### src/rtl/pps_pkg.sv
package pps_pkg;

  typedef enum logic [2:0] {
    ST_OFF           = 3'd0,
    ST_CYCLE_WAIT    = 3'd1,
    ST_VDD_WAIT      = 3'd2,
    ST_LANE_WAIT     = 3'd3,
    ST_FULL_ON       = 3'd4,
    ST_BL_OFF_WAIT   = 3'd5,
    ST_LANE_OFF_WAIT = 3'd6
  } pps_state_e;

  // Selects which programmed gap is loaded into the shared timer.
  typedef enum logic [2:0] {
    LD_UP_LANES = 3'd0,
    LD_UP_BL    = 3'd1,
    LD_DN_LANES = 3'd2,
    LD_DN_VDD   = 3'd3,
    LD_CYCLE    = 3'd4
  } pps_load_e;

endpackage

### src/rtl/pps_rst_sync.sv
module pps_rst_sync #(
  parameter int STAGES = 2
) (
  input  logic clk,
  input  logic rst_n,
  output logic rst_n_sync
);

  generate
    if (STAGES <= 1) begin : g_single
      logic q;
      always_ff @(posedge clk or negedge rst_n) begin
        if (!rst_n) q <= 1'b0;
        else        q <= 1'b1;
      end
      assign rst_n_sync = q;
    end else begin : g_chain
      logic [STAGES-1:0] q;
      always_ff @(posedge clk or negedge rst_n) begin
        if (!rst_n) q <= '0;
        else        q <= {q[STAGES-2:0], 1'b1};
      end
      assign rst_n_sync = q[STAGES-1];
    end
  endgenerate

endmodule

### src/rtl/pps_delay_timer.sv
module pps_delay_timer #(
  parameter int CNT_W     = 11,
  parameter int RESET_VAL = 400
) (
  input  logic             clk,
  input  logic             rst_n,
  input  logic             tick,
  input  logic             load,
  input  logic [CNT_W-1:0] load_val,
  output logic             done
);

  localparam logic [CNT_W-1:0] RST_CNT = CNT_W'(RESET_VAL);

  logic [CNT_W-1:0] cnt_q;
  logic [CNT_W-1:0] cnt_d;
  logic             cnt_en;

  // Load has priority; otherwise step down once per tick, stopping at zero.
  always_comb begin
    cnt_en = load | (tick & (cnt_q != '0));
    cnt_d  = load ? load_val : (cnt_q - 1'b1);
  end

  always_ff @(posedge clk or negedge rst_n) begin
    if (!rst_n)      cnt_q <= RST_CNT;
    else if (cnt_en) cnt_q <= cnt_d;
  end

  assign done = (cnt_q == '0);

endmodule

### src/rtl/pps_seq_fsm.sv
module pps_seq_fsm
  import pps_pkg::*;
(
  input  logic      clk,
  input  logic      rst_n,
  input  logic      on_req,
  input  logic      timer_done,
  output logic      load,
  output pps_load_e load_sel,
  output logic      vdd_en,
  output logic      lane_en,
  output logic      bl_en,
  output logic      full_on,
  output logic      ready_off
);

  pps_state_e state_q;
  pps_state_e state_d;

  always_comb begin
    state_d  = state_q;
    load     = 1'b0;
    load_sel = LD_CYCLE;
    unique case (state_q)
      ST_CYCLE_WAIT: begin
        if (timer_done) state_d = ST_OFF;
      end
      ST_OFF: begin
        if (on_req) begin
          state_d  = ST_VDD_WAIT;
          load     = 1'b1;
          load_sel = LD_UP_LANES;
        end
      end
      ST_VDD_WAIT: begin
        if (!on_req) begin
          state_d  = ST_LANE_OFF_WAIT;
          load     = 1'b1;
          load_sel = LD_DN_VDD;
        end else if (timer_done) begin
          state_d  = ST_LANE_WAIT;
          load     = 1'b1;
          load_sel = LD_UP_BL;
        end
      end
      ST_LANE_WAIT: begin
        if (!on_req) begin
          state_d  = ST_LANE_OFF_WAIT;
          load     = 1'b1;
          load_sel = LD_DN_VDD;
        end else if (timer_done) begin
          state_d = ST_FULL_ON;
        end
      end
      ST_FULL_ON: begin
        if (!on_req) begin
          state_d  = ST_BL_OFF_WAIT;
          load     = 1'b1;
          load_sel = LD_DN_LANES;
        end
      end
      ST_BL_OFF_WAIT: begin
        if (timer_done) begin
          state_d  = ST_LANE_OFF_WAIT;
          load     = 1'b1;
          load_sel = LD_DN_VDD;
        end
      end
      ST_LANE_OFF_WAIT: begin
        if (timer_done) begin
          state_d  = ST_CYCLE_WAIT;
          load     = 1'b1;
          load_sel = LD_CYCLE;
        end
      end
      default: begin
        state_d  = ST_CYCLE_WAIT;
        load     = 1'b1;
        load_sel = LD_CYCLE;
      end
    endcase
  end

  always_ff @(posedge clk or negedge rst_n) begin
    if (!rst_n) state_q <= ST_CYCLE_WAIT;
    else        state_q <= state_d;
  end

  // Enables decode straight from the state register.
  always_comb begin
    vdd_en    = (state_q == ST_VDD_WAIT)  || (state_q == ST_LANE_WAIT) ||
                (state_q == ST_FULL_ON)   || (state_q == ST_BL_OFF_WAIT) ||
                (state_q == ST_LANE_OFF_WAIT);
    lane_en   = (state_q == ST_LANE_WAIT) || (state_q == ST_FULL_ON) ||
                (state_q == ST_BL_OFF_WAIT);
    bl_en     = (state_q == ST_FULL_ON);
    full_on   = (state_q == ST_FULL_ON);
    ready_off = (state_q == ST_OFF);
  end

endmodule

### src/rtl/panel_pwr_seq.sv
module panel_pwr_seq
  import pps_pkg::*;
#(
  parameter int DLY_W       = 10,
  parameter int RESET_WAIT  = 400,
  parameter int SYNC_STAGES = 2
) (
  input  logic             clk,
  input  logic             rst_n,
  input  logic             tick,
  input  logic             on_req,
  input  logic [DLY_W-1:0] dly_rise,
  input  logic [DLY_W-1:0] dly_settle,
  input  logic [DLY_W-1:0] dly_bl_on,
  input  logic [DLY_W-1:0] dly_bl_off,
  input  logic [DLY_W-1:0] dly_vdd_off,
  input  logic [DLY_W-1:0] dly_cycle,
  output logic             vdd_en,
  output logic             lane_en,
  output logic             bl_en,
  output logic             full_on,
  output logic             ready_off
);

  // One spare bit holds the sum of the two power-up parts.
  localparam int CNT_W = DLY_W + 1;

  logic             rst_n_int;
  logic             timer_load;
  logic             timer_done;
  pps_load_e        load_sel;
  logic [CNT_W-1:0] load_val;

  pps_rst_sync #(.STAGES(SYNC_STAGES)) u_rst_sync (
    .clk        (clk),
    .rst_n      (rst_n),
    .rst_n_sync (rst_n_int)
  );

  always_comb begin
    unique case (load_sel)
      LD_UP_LANES: load_val = CNT_W'(dly_rise) + CNT_W'(dly_settle);
      LD_UP_BL:    load_val = CNT_W'(dly_bl_on);
      LD_DN_LANES: load_val = CNT_W'(dly_bl_off);
      LD_DN_VDD:   load_val = CNT_W'(dly_vdd_off);
      default:     load_val = CNT_W'(dly_cycle);
    endcase
  end

  pps_delay_timer #(.CNT_W(CNT_W), .RESET_VAL(RESET_WAIT)) u_timer (
    .clk      (clk),
    .rst_n    (rst_n_int),
    .tick     (tick),
    .load     (timer_load),
    .load_val (load_val),
    .done     (timer_done)
  );

  pps_seq_fsm u_fsm (
    .clk        (clk),
    .rst_n      (rst_n_int),
    .on_req     (on_req),
    .timer_done (timer_done),
    .load       (timer_load),
    .load_sel   (load_sel),
    .vdd_en     (vdd_en),
    .lane_en    (lane_en),
    .bl_en      (bl_en),
    .full_on    (full_on),
    .ready_off  (ready_off)
  );

endmodule

### config.mk
export PLATFORM = sky130hd
export DESIGN_NAME = panel_pwr_seq
export DESIGN_NICKNAME = d
export VERILOG_FILES = /design/src/rtl/pps_pkg.sv /design/src/rtl/pps_rst_sync.sv /design/src/rtl/pps_delay_timer.sv /design/src/rtl/pps_seq_fsm.sv /design/src/rtl/panel_pwr_seq.sv
export SDC_FILE = /design/constraint.sdc
export NUM_CORES = 1
export LEC_CHECK = 0
export ABC_CLOCK_PERIOD_IN_PS = 1400
export CORE_ASPECT_RATIO = 1.1
export CORE_MARGIN = 4
export CORE_UTILIZATION = 43
export CTS_BUF_LIST = sky130_fd_sc_hd__clkbuf_2 sky130_fd_sc_hd__clkbuf_4 sky130_fd_sc_hd__clkbuf_8
export DETAILED_ROUTE_END_ITERATION = 6
export DONT_BUFFER_PORTS = 1
export PLACE_DENSITY = 0.63
export SYNTH_ARGS = -nofsm -noshare
export SYNTH_HDL_FRONTEND = slang
export SYNTH_HIERARCHICAL = 1
export SYNTH_SLANG_ARGS = --single-unit
### constraint.sdc
create_clock -name clk -period 1.4 [get_ports clk]
set_clock_uncertainty 0.05 [all_clocks]
set_input_delay 0.07 -clock clk [delete_from_list [all_inputs] [get_ports clk]]
set_output_delay 0.07 -clock clk [all_outputs]
set_load 0.02 [all_outputs]
Word-level counts from Yosys, hierarchy flattened
Cells that the tools add are included.
Widths: inputs -> output; s select.
{"block": "word_totals", "reg_bits": 16, "input_bits": 64, "out_inout_bits": 5, "wordCells": 60}
{"block": "op_classes", "addsub": 2, "n_eq_ne": 16, "mux": 24, "n_bitwise": 2, "n_reduce_logical": 13}
{"cell": "$mux 3", "n": 15}
{"cell": "$pmux 11 s4", "n": 1}
{"cell": "$pmux 3 s7", "n": 1}
{"cell": "$pmux 3 s5", "n": 1}
{"cell": "$eq 3x2->1 const B", "n": 4}
{"cell": "$add 10x10->11", "n": 1}
{"cell": "$logic_not 11->1", "n": 1}
{"cell": "$mux 11", "n": 1}
{"cell": "$reduce_bool 11->1", "n": 1}
{"cell": "$sub 11x1->11 const B", "n": 1}
{"cell": "$ne 2x2->1 const B", "n": 5}
{"cell": "$eq 3x3->1 const B", "n": 3}
{"cell": "$reduce_and 7->1", "n": 1}
{"cell": "$eq 3x1->1 const B", "n": 2}
{"cell": "$logic_not 3->1", "n": 2}
{"cell": "$logic_or 1x1->1", "n": 6}
{"cell": "$ne 3x3->1 const B", "n": 2}
{"cell": "$pmux 1 s5", "n": 1}
{"cell": "$mux 1", "n": 4}
{"cell": "$reduce_or 2->1", "n": 2}
{"cell": "$and 1x1->1", "n": 1}
{"cell": "$or 1x1->1", "n": 1}

Logic depth before layout (Yosys ltp)
{"block": "logic_depth", "depth_word": 7, "depth_mapped": 16, "ltp_nobuf": 14}

By module
The synthesis kept the hierarchy.
{"module": "panel_pwr_seq", "instances": 1, "cells_each": 89, "area_each_um2": 758.2, "seq_area_each_um2": 0.0}
{"module": "pps_delay_timer", "instances": 1, "cells_each": 75, "area_each_um2": 721.9, "seq_area_each_um2": 279.0}
{"module": "pps_seq_fsm", "instances": 1, "cells_each": 69, "area_each_um2": 520.5, "seq_area_each_um2": 76.3}
{"module": "pps_rst_sync", "instances": 1, "cells_each": 3, "area_each_um2": 53.8, "seq_area_each_um2": 50.0}

Worst setup path before layout
No wires, ideal clock.
{"block": "synth_timing", "path_kind": "reg-to-reg", "startpoint": "reg u_timer.cnt_q[0]", "endpoint": "reg u_timer.cnt_q[1]", "setup_ps": 125, "t_arrival_ps": 3102, "t_required_ps": 1225, "slack_ps": -1877, "path_stages_with_launch": 14, "n_path_buf": 2, "synth_period_minus_slack_ps": 3277, "path_cell_list": "dfrtp_1 > inv_1 > ha_1 > nor2b_1 > nand3_1 > inv_1 > buf_2 > nor2b_1 > o21ai_0 > a21oi_1 > buf_2 > mux4_2 > mux2_2 > mux2_2"}
{"block": "synth_between", "elab_chain_cells": 7, "word_cells_on_any_way": 18, "classes_between": "add/sub: 1; eq/ne: 3; mux: 9; bitwise: 2; reduce/logical: 3"}
{"element": "from (decl)", "line_no": "pps_delay_timer.sv:15", "rtl": "logic [CNT_W-1:0] cnt_q;"}
{"element": "from (signal assigned)", "line_no": "pps_delay_timer.sv:27", "rtl": "else if (cnt_en) cnt_q <= cnt_d;"}
{"element": "$logic_not 11->1 *", "line_no": "pps_delay_timer.sv:30", "rtl": "assign done = (cnt_q == '0);"}
{"element": "named net timer_done", "line_no": "panel_pwr_seq.sv:30", "rtl": "logic timer_done;"}
{"element": "$mux 3", "line_no": "pps_seq_fsm.sv:40", "rtl": "end else if (timer_done) begin"}
{"element": "$mux 3", "line_no": "pps_seq_fsm.sv:36", "rtl": "if (!on_req) begin"}
{"element": "$pmux 3 s5 *", "line_no": "pps_seq_fsm.sv:24", "rtl": "unique case (state_q)"}
{"element": "named net load_sel[0]", "line_no": "panel_pwr_seq.sv:31", "rtl": "pps_load_e load_sel;"}
{"element": "$eq 3x2->1, or another cell as far along", "line_no": "panel_pwr_seq.sv:41", "rtl": "unique case (load_sel)"}
{"element": "$pmux 11 s4 *", "line_no": "panel_pwr_seq.sv:41"}
{"element": "named net load_val[1]", "line_no": "panel_pwr_seq.sv:32", "rtl": "logic [CNT_W-1:0] load_val;"}
{"element": "$mux 11 *", "line_no": "pps_delay_timer.sv:22", "rtl": "cnt_d = load ? load_val : (cnt_q - 1'b1);"}
Mark *: on every way through the listed nets, which the timed path passes. The rest lies on a longest branch.
A chain may end at the register's enable or synchronous reset.

Worst setup path after layout
{"block": "layout_timing", "startpoint": "reg u_timer.cnt_q[3]", "endpoint": "reg u_timer.cnt_q[9]"}
The elaborated chain is that of the path after synthesis.

==> results.cfg <==
[yosys]
synth_edf_count = 0
synth_mux_area_share_pct = 12.9
ys.flop_type = sky130_fd_sc_hd__dfrtp_1
synth-warning-count = 6
main_combinational_cell_family_by_area_after_synthesis = compound AO/OA/AOI/OAI gates
synth_xor_xnor_area_share_pct = 3.84
netlist_area_um2 = 2050
ys_ff_latch = 16
async_flop_share_pct = 100
synth.largest_area_cell = sky130_fd_sc_hd__dfrtp_1
syn_nets = 314
netlist.area_leader.share_pct = 14.6
post_synth_inst_count = 236
synth.distinct_cells = 58
post_synth.cell_area_avg_um2 = 8.71
synthTopCellsByArea = sky130_fd_sc_hd__dfrtp_1 15%, sky130_fd_sc_hd__ha_1 7.9%, sky130_fd_sc_hd__mux2_2 6.6%
synth_compound_area_share_pct = 25.7
yosys.area_share.simple_pct = 21.8
post_synth_fa_ha_maj_area_fraction_pct = 8.89
seq_total_area_yosys_pct = 19.7

[die]
pin_count = 69
initial_utilization_pct = 44.5
core_area_um2 = 4620
core.rowCount = 26
die-area_um2 = 5950
die_height_um = 80.5
floorplan.die.width_um = 73.9

[setup_path]
timing.critical_path.arrival_ps = 2780
critPathMaxStageDelay_ps = 400
critPathRequiredTime_ps = 1480
cp-start-kind = flip-flop
critPathSlowestCell = sky130_fd_sc_hd__dfrtp_1
timing.critical_path.cells = nor4_4 > nand3_2 > inv_2 > nor2b_4 > o21ai_2 > a21oi_2 > buf_6 > mux2_4 > a22oi_2 > nor2_1 > a221o_1 > a221o_1
crit_path_start = u_timer/cnt_q[3]
crit_path_frequent_cell = sky130_fd_sc_hd__a221o_1
r2r-start = u_timer/cnt_q[3]
endpoint_kind = flip-flop
highest_fanout_seen_on_the_critical_path = 8
path_class = flip-flop to flip-flop

[sta]
timing.max_slew.rel_slack_pct = 61.7
holdWs_ps = 24.5
rsz0062_at_grt = yes
timing_hold_violations_final = 0
setup-violations-final = 17
finalWorstPathRequiredPeriod_ps = 2700
post-route-worst-setup-slack_ps = -1300
fmax_mhz = 370
finalMaxSlewViolations = 0
post-route-period-util_pct = 193
max_slew.worst_pin.slew_ps = 574

[power_and_ir_drop]
power.switching_mw = 2.86
sw_frac_of_total_pct = 42.4
power.combinational.fraction_pct = 80.0
power_density_nw_per_um2 = 2230
clkPwrFrac_pct = 6.0
power_leakage_nw = 1.30
maximum_ir_drop_on_the_vdd_rail_mv = 1.64
internal_power_mw = 3.89
seq_power_share_pct = 14.0
p_total_mw = 6.75

[detailed_routing]
dr_total_vias = 2071
avgViaCountPerCell = 5.61
detail_route.wirelength_um = 5710
antenna_violating_nets_post_route = 0
detail_route.drc_violations = 0
drt_iter0_drc = 57
firstDrtPassIters = 4
drt-wirelength-per-cell_um = 15.5

[grt]
maximum_number_of_pins_on_one_net_before_global_route_repair = 18
grt_first_pass_wirelength_um = 9520
grt-ovfl-total = 0
grt_antenna_before_repair = 0
gr-usage-all-layers_pct = 19.9
first_global_vias = 2147

[cts]
clock_path_buffers = 2
cts.clk_slew.worst_paths_ps = 60
cts.htree.levels = 1
clock_tree_from_tritoncts = built
root_buffer = sky130_fd_sc_hd__clkbuf_8
cts-buffers-inserted = 3
worst_skew_pair.late_latency_ps = 250
clock_sinks = 16

[status]
status = finished with violations
violations_in_the_final_reports = setup timing

[run]
timing.max_cap.violations = 0

[layout]
layout.cells.most_common_list = 73 x sky130_fd_sc_hd__buf_4, 14 x sky130_fd_sc_hd__a21oi_1
post_route_cells_drive_above_1_share_pct = 47.9
final_core_util_pct = 65.6
design_area_um2 = 3030
most_common_cell_after_layout_fill_and_taps_aside = sky130_fd_sc_hd__buf_4
layout_area_growth_over_synthesis_pct = 47.6
insertedDiodeCount = 0
final_net_count = 392

[placed_design]
gp_congestion = 0.799
port-buffer-count = 0
pre_cts_slack_ps = -1410
dpl.hpwl_um = 4510
post_dp_cell_area_um2 = 2660

[worst_hold_path]
launch_point_of_the_worst_hold_path = dly_cycle[2]
hold_wc_path_type = input port to flip-flop
-- critical path: cells and delay by family (launching register included) --
| family | cells | cell delay, ps |
|---|---|---|
| buffers and inverters | 2 | 260 |
| muxes | 1 | 310 |
| and+or+nand+nor | 4 | 640 |
| DFF | 1 | 400 |
| AOI/OAI and AO/OA | 5 | 900 |
-- stage by stage --
step	TNS [ps]	cells
after floorplan	-14900	236
after global placement	-14150	349
after detailed placement	-14840	349
after CTS	-14110	361
after global routing	-16680	369
final	-14420	369
-- per-layer routing --
metal / global-route usage (%) / vias to the layer above / wire [um]
met2: 35.0 / 59 / 2900
li1: - / 1046 / -
met5: 0 / - / 0
met1: 24.8 / 962 / 2450
met4: 3.62 / 0 / 43
met3: 4.38 / 4 / 317
-- cells in the mapped netlist (3+ instances only) --
cell type,number
sky130_fd_sc_hd__mux2_2,12
sky130_fd_sc_hd__a31oi_1,5
sky130_fd_sc_hd__a21o_1,6
sky130_fd_sc_hd__nand2b_1,6
sky130_fd_sc_hd__xnor2_1,7
sky130_fd_sc_hd__nor3b_1,4
sky130_fd_sc_hd__mux4_2,3
sky130_fd_sc_hd__dfrtp_1,12
sky130_fd_sc_hd__clkbuf_1,5
sky130_fd_sc_hd__nand3_1,3
sky130_fd_sc_hd__nor2b_1,9
sky130_fd_sc_hd__nand2_1,13
sky130_fd_sc_hd__nor2_1,8
sky130_fd_sc_hd__or3b_1,4
sky130_fd_sc_hd__inv_1,14
sky130_fd_sc_hd__a221o_1,8
sky130_fd_sc_hd__o21ai_0,4
sky130_fd_sc_hd__buf_2,7
sky130_fd_sc_hd__nor3_1,5
sky130_fd_sc_hd__dfstp_2,4
sky130_fd_sc_hd__ha_1,13
sky130_fd_sc_hd__a22oi_1,3
sky130_fd_sc_hd__mux2i_1,5
sky130_fd_sc_hd__a211oi_1,6
sky130_fd_sc_hd__o21ai_1,10
sky130_fd_sc_hd__a21oi_1,18
-- state kept, by name, summed over array words and instances (netlist names) --
| name | flops |
|---|---|
| u_rst_sync/g_chain.q | 2 |
| u_timer/cnt_q | 11 |
| u_fsm/state_q | 3 |
-- power groups by stage --
stage	combinational (mW)	clock (mW)	sequential (mW)
floorplan	2.90	0	0.949
global placement	4.55	0	0.928
detailed placement	4.60	0	0.938
CTS	5.04	0.413	0.961
global route	5.91	0.436	0.972
finish	5.40	0.403	0.947
-- final cells by class --
type                       count  area [um^2]
fill                         384         1590
clock buffer                   4         55.1
tap                           56         70.1
timing repair buffer          89          742
sequential                    16          407
multi-input combinational    190         1710
inverter                      14         52.6
-- final timing paths --
check | endpoint | slack (ps) | cells after the start
worst max-delay path | u_timer/cnt_q[9] | -1300 | 12
worst min register to register | u_timer/cnt_q[2] | 190 | 0
min in group asynchronous | u_timer/cnt_q[2] | 190 | 0
worst min-delay path | u_timer/cnt_q[2] | 20 | 3
worst max register to register | u_timer/cnt_q[9] | -1300 | 12
max in group asynchronous | u_rst_sync/g_chain.q[0] | 640 | 2
-- cell families after synthesis --
logic type | Yosys count
and+or+nand+nor | 70
DFF | 16
buffers and inverters | 30
muxes | 21
AOI/OAI and AO/OA | 75
adders and majority gates | 14
other | 1
xor gates and xnor gates | 9
-- what timing repair did --
action,4_1_cts,5_1_grt
hold endpoints to repair,3,0
setup endpoints to repair,19,19
hold buffers,3,0
pin swaps,7,6
gates resized for setup,30,13
setup buffers,6,8
(Power assumes the default switching activity.)
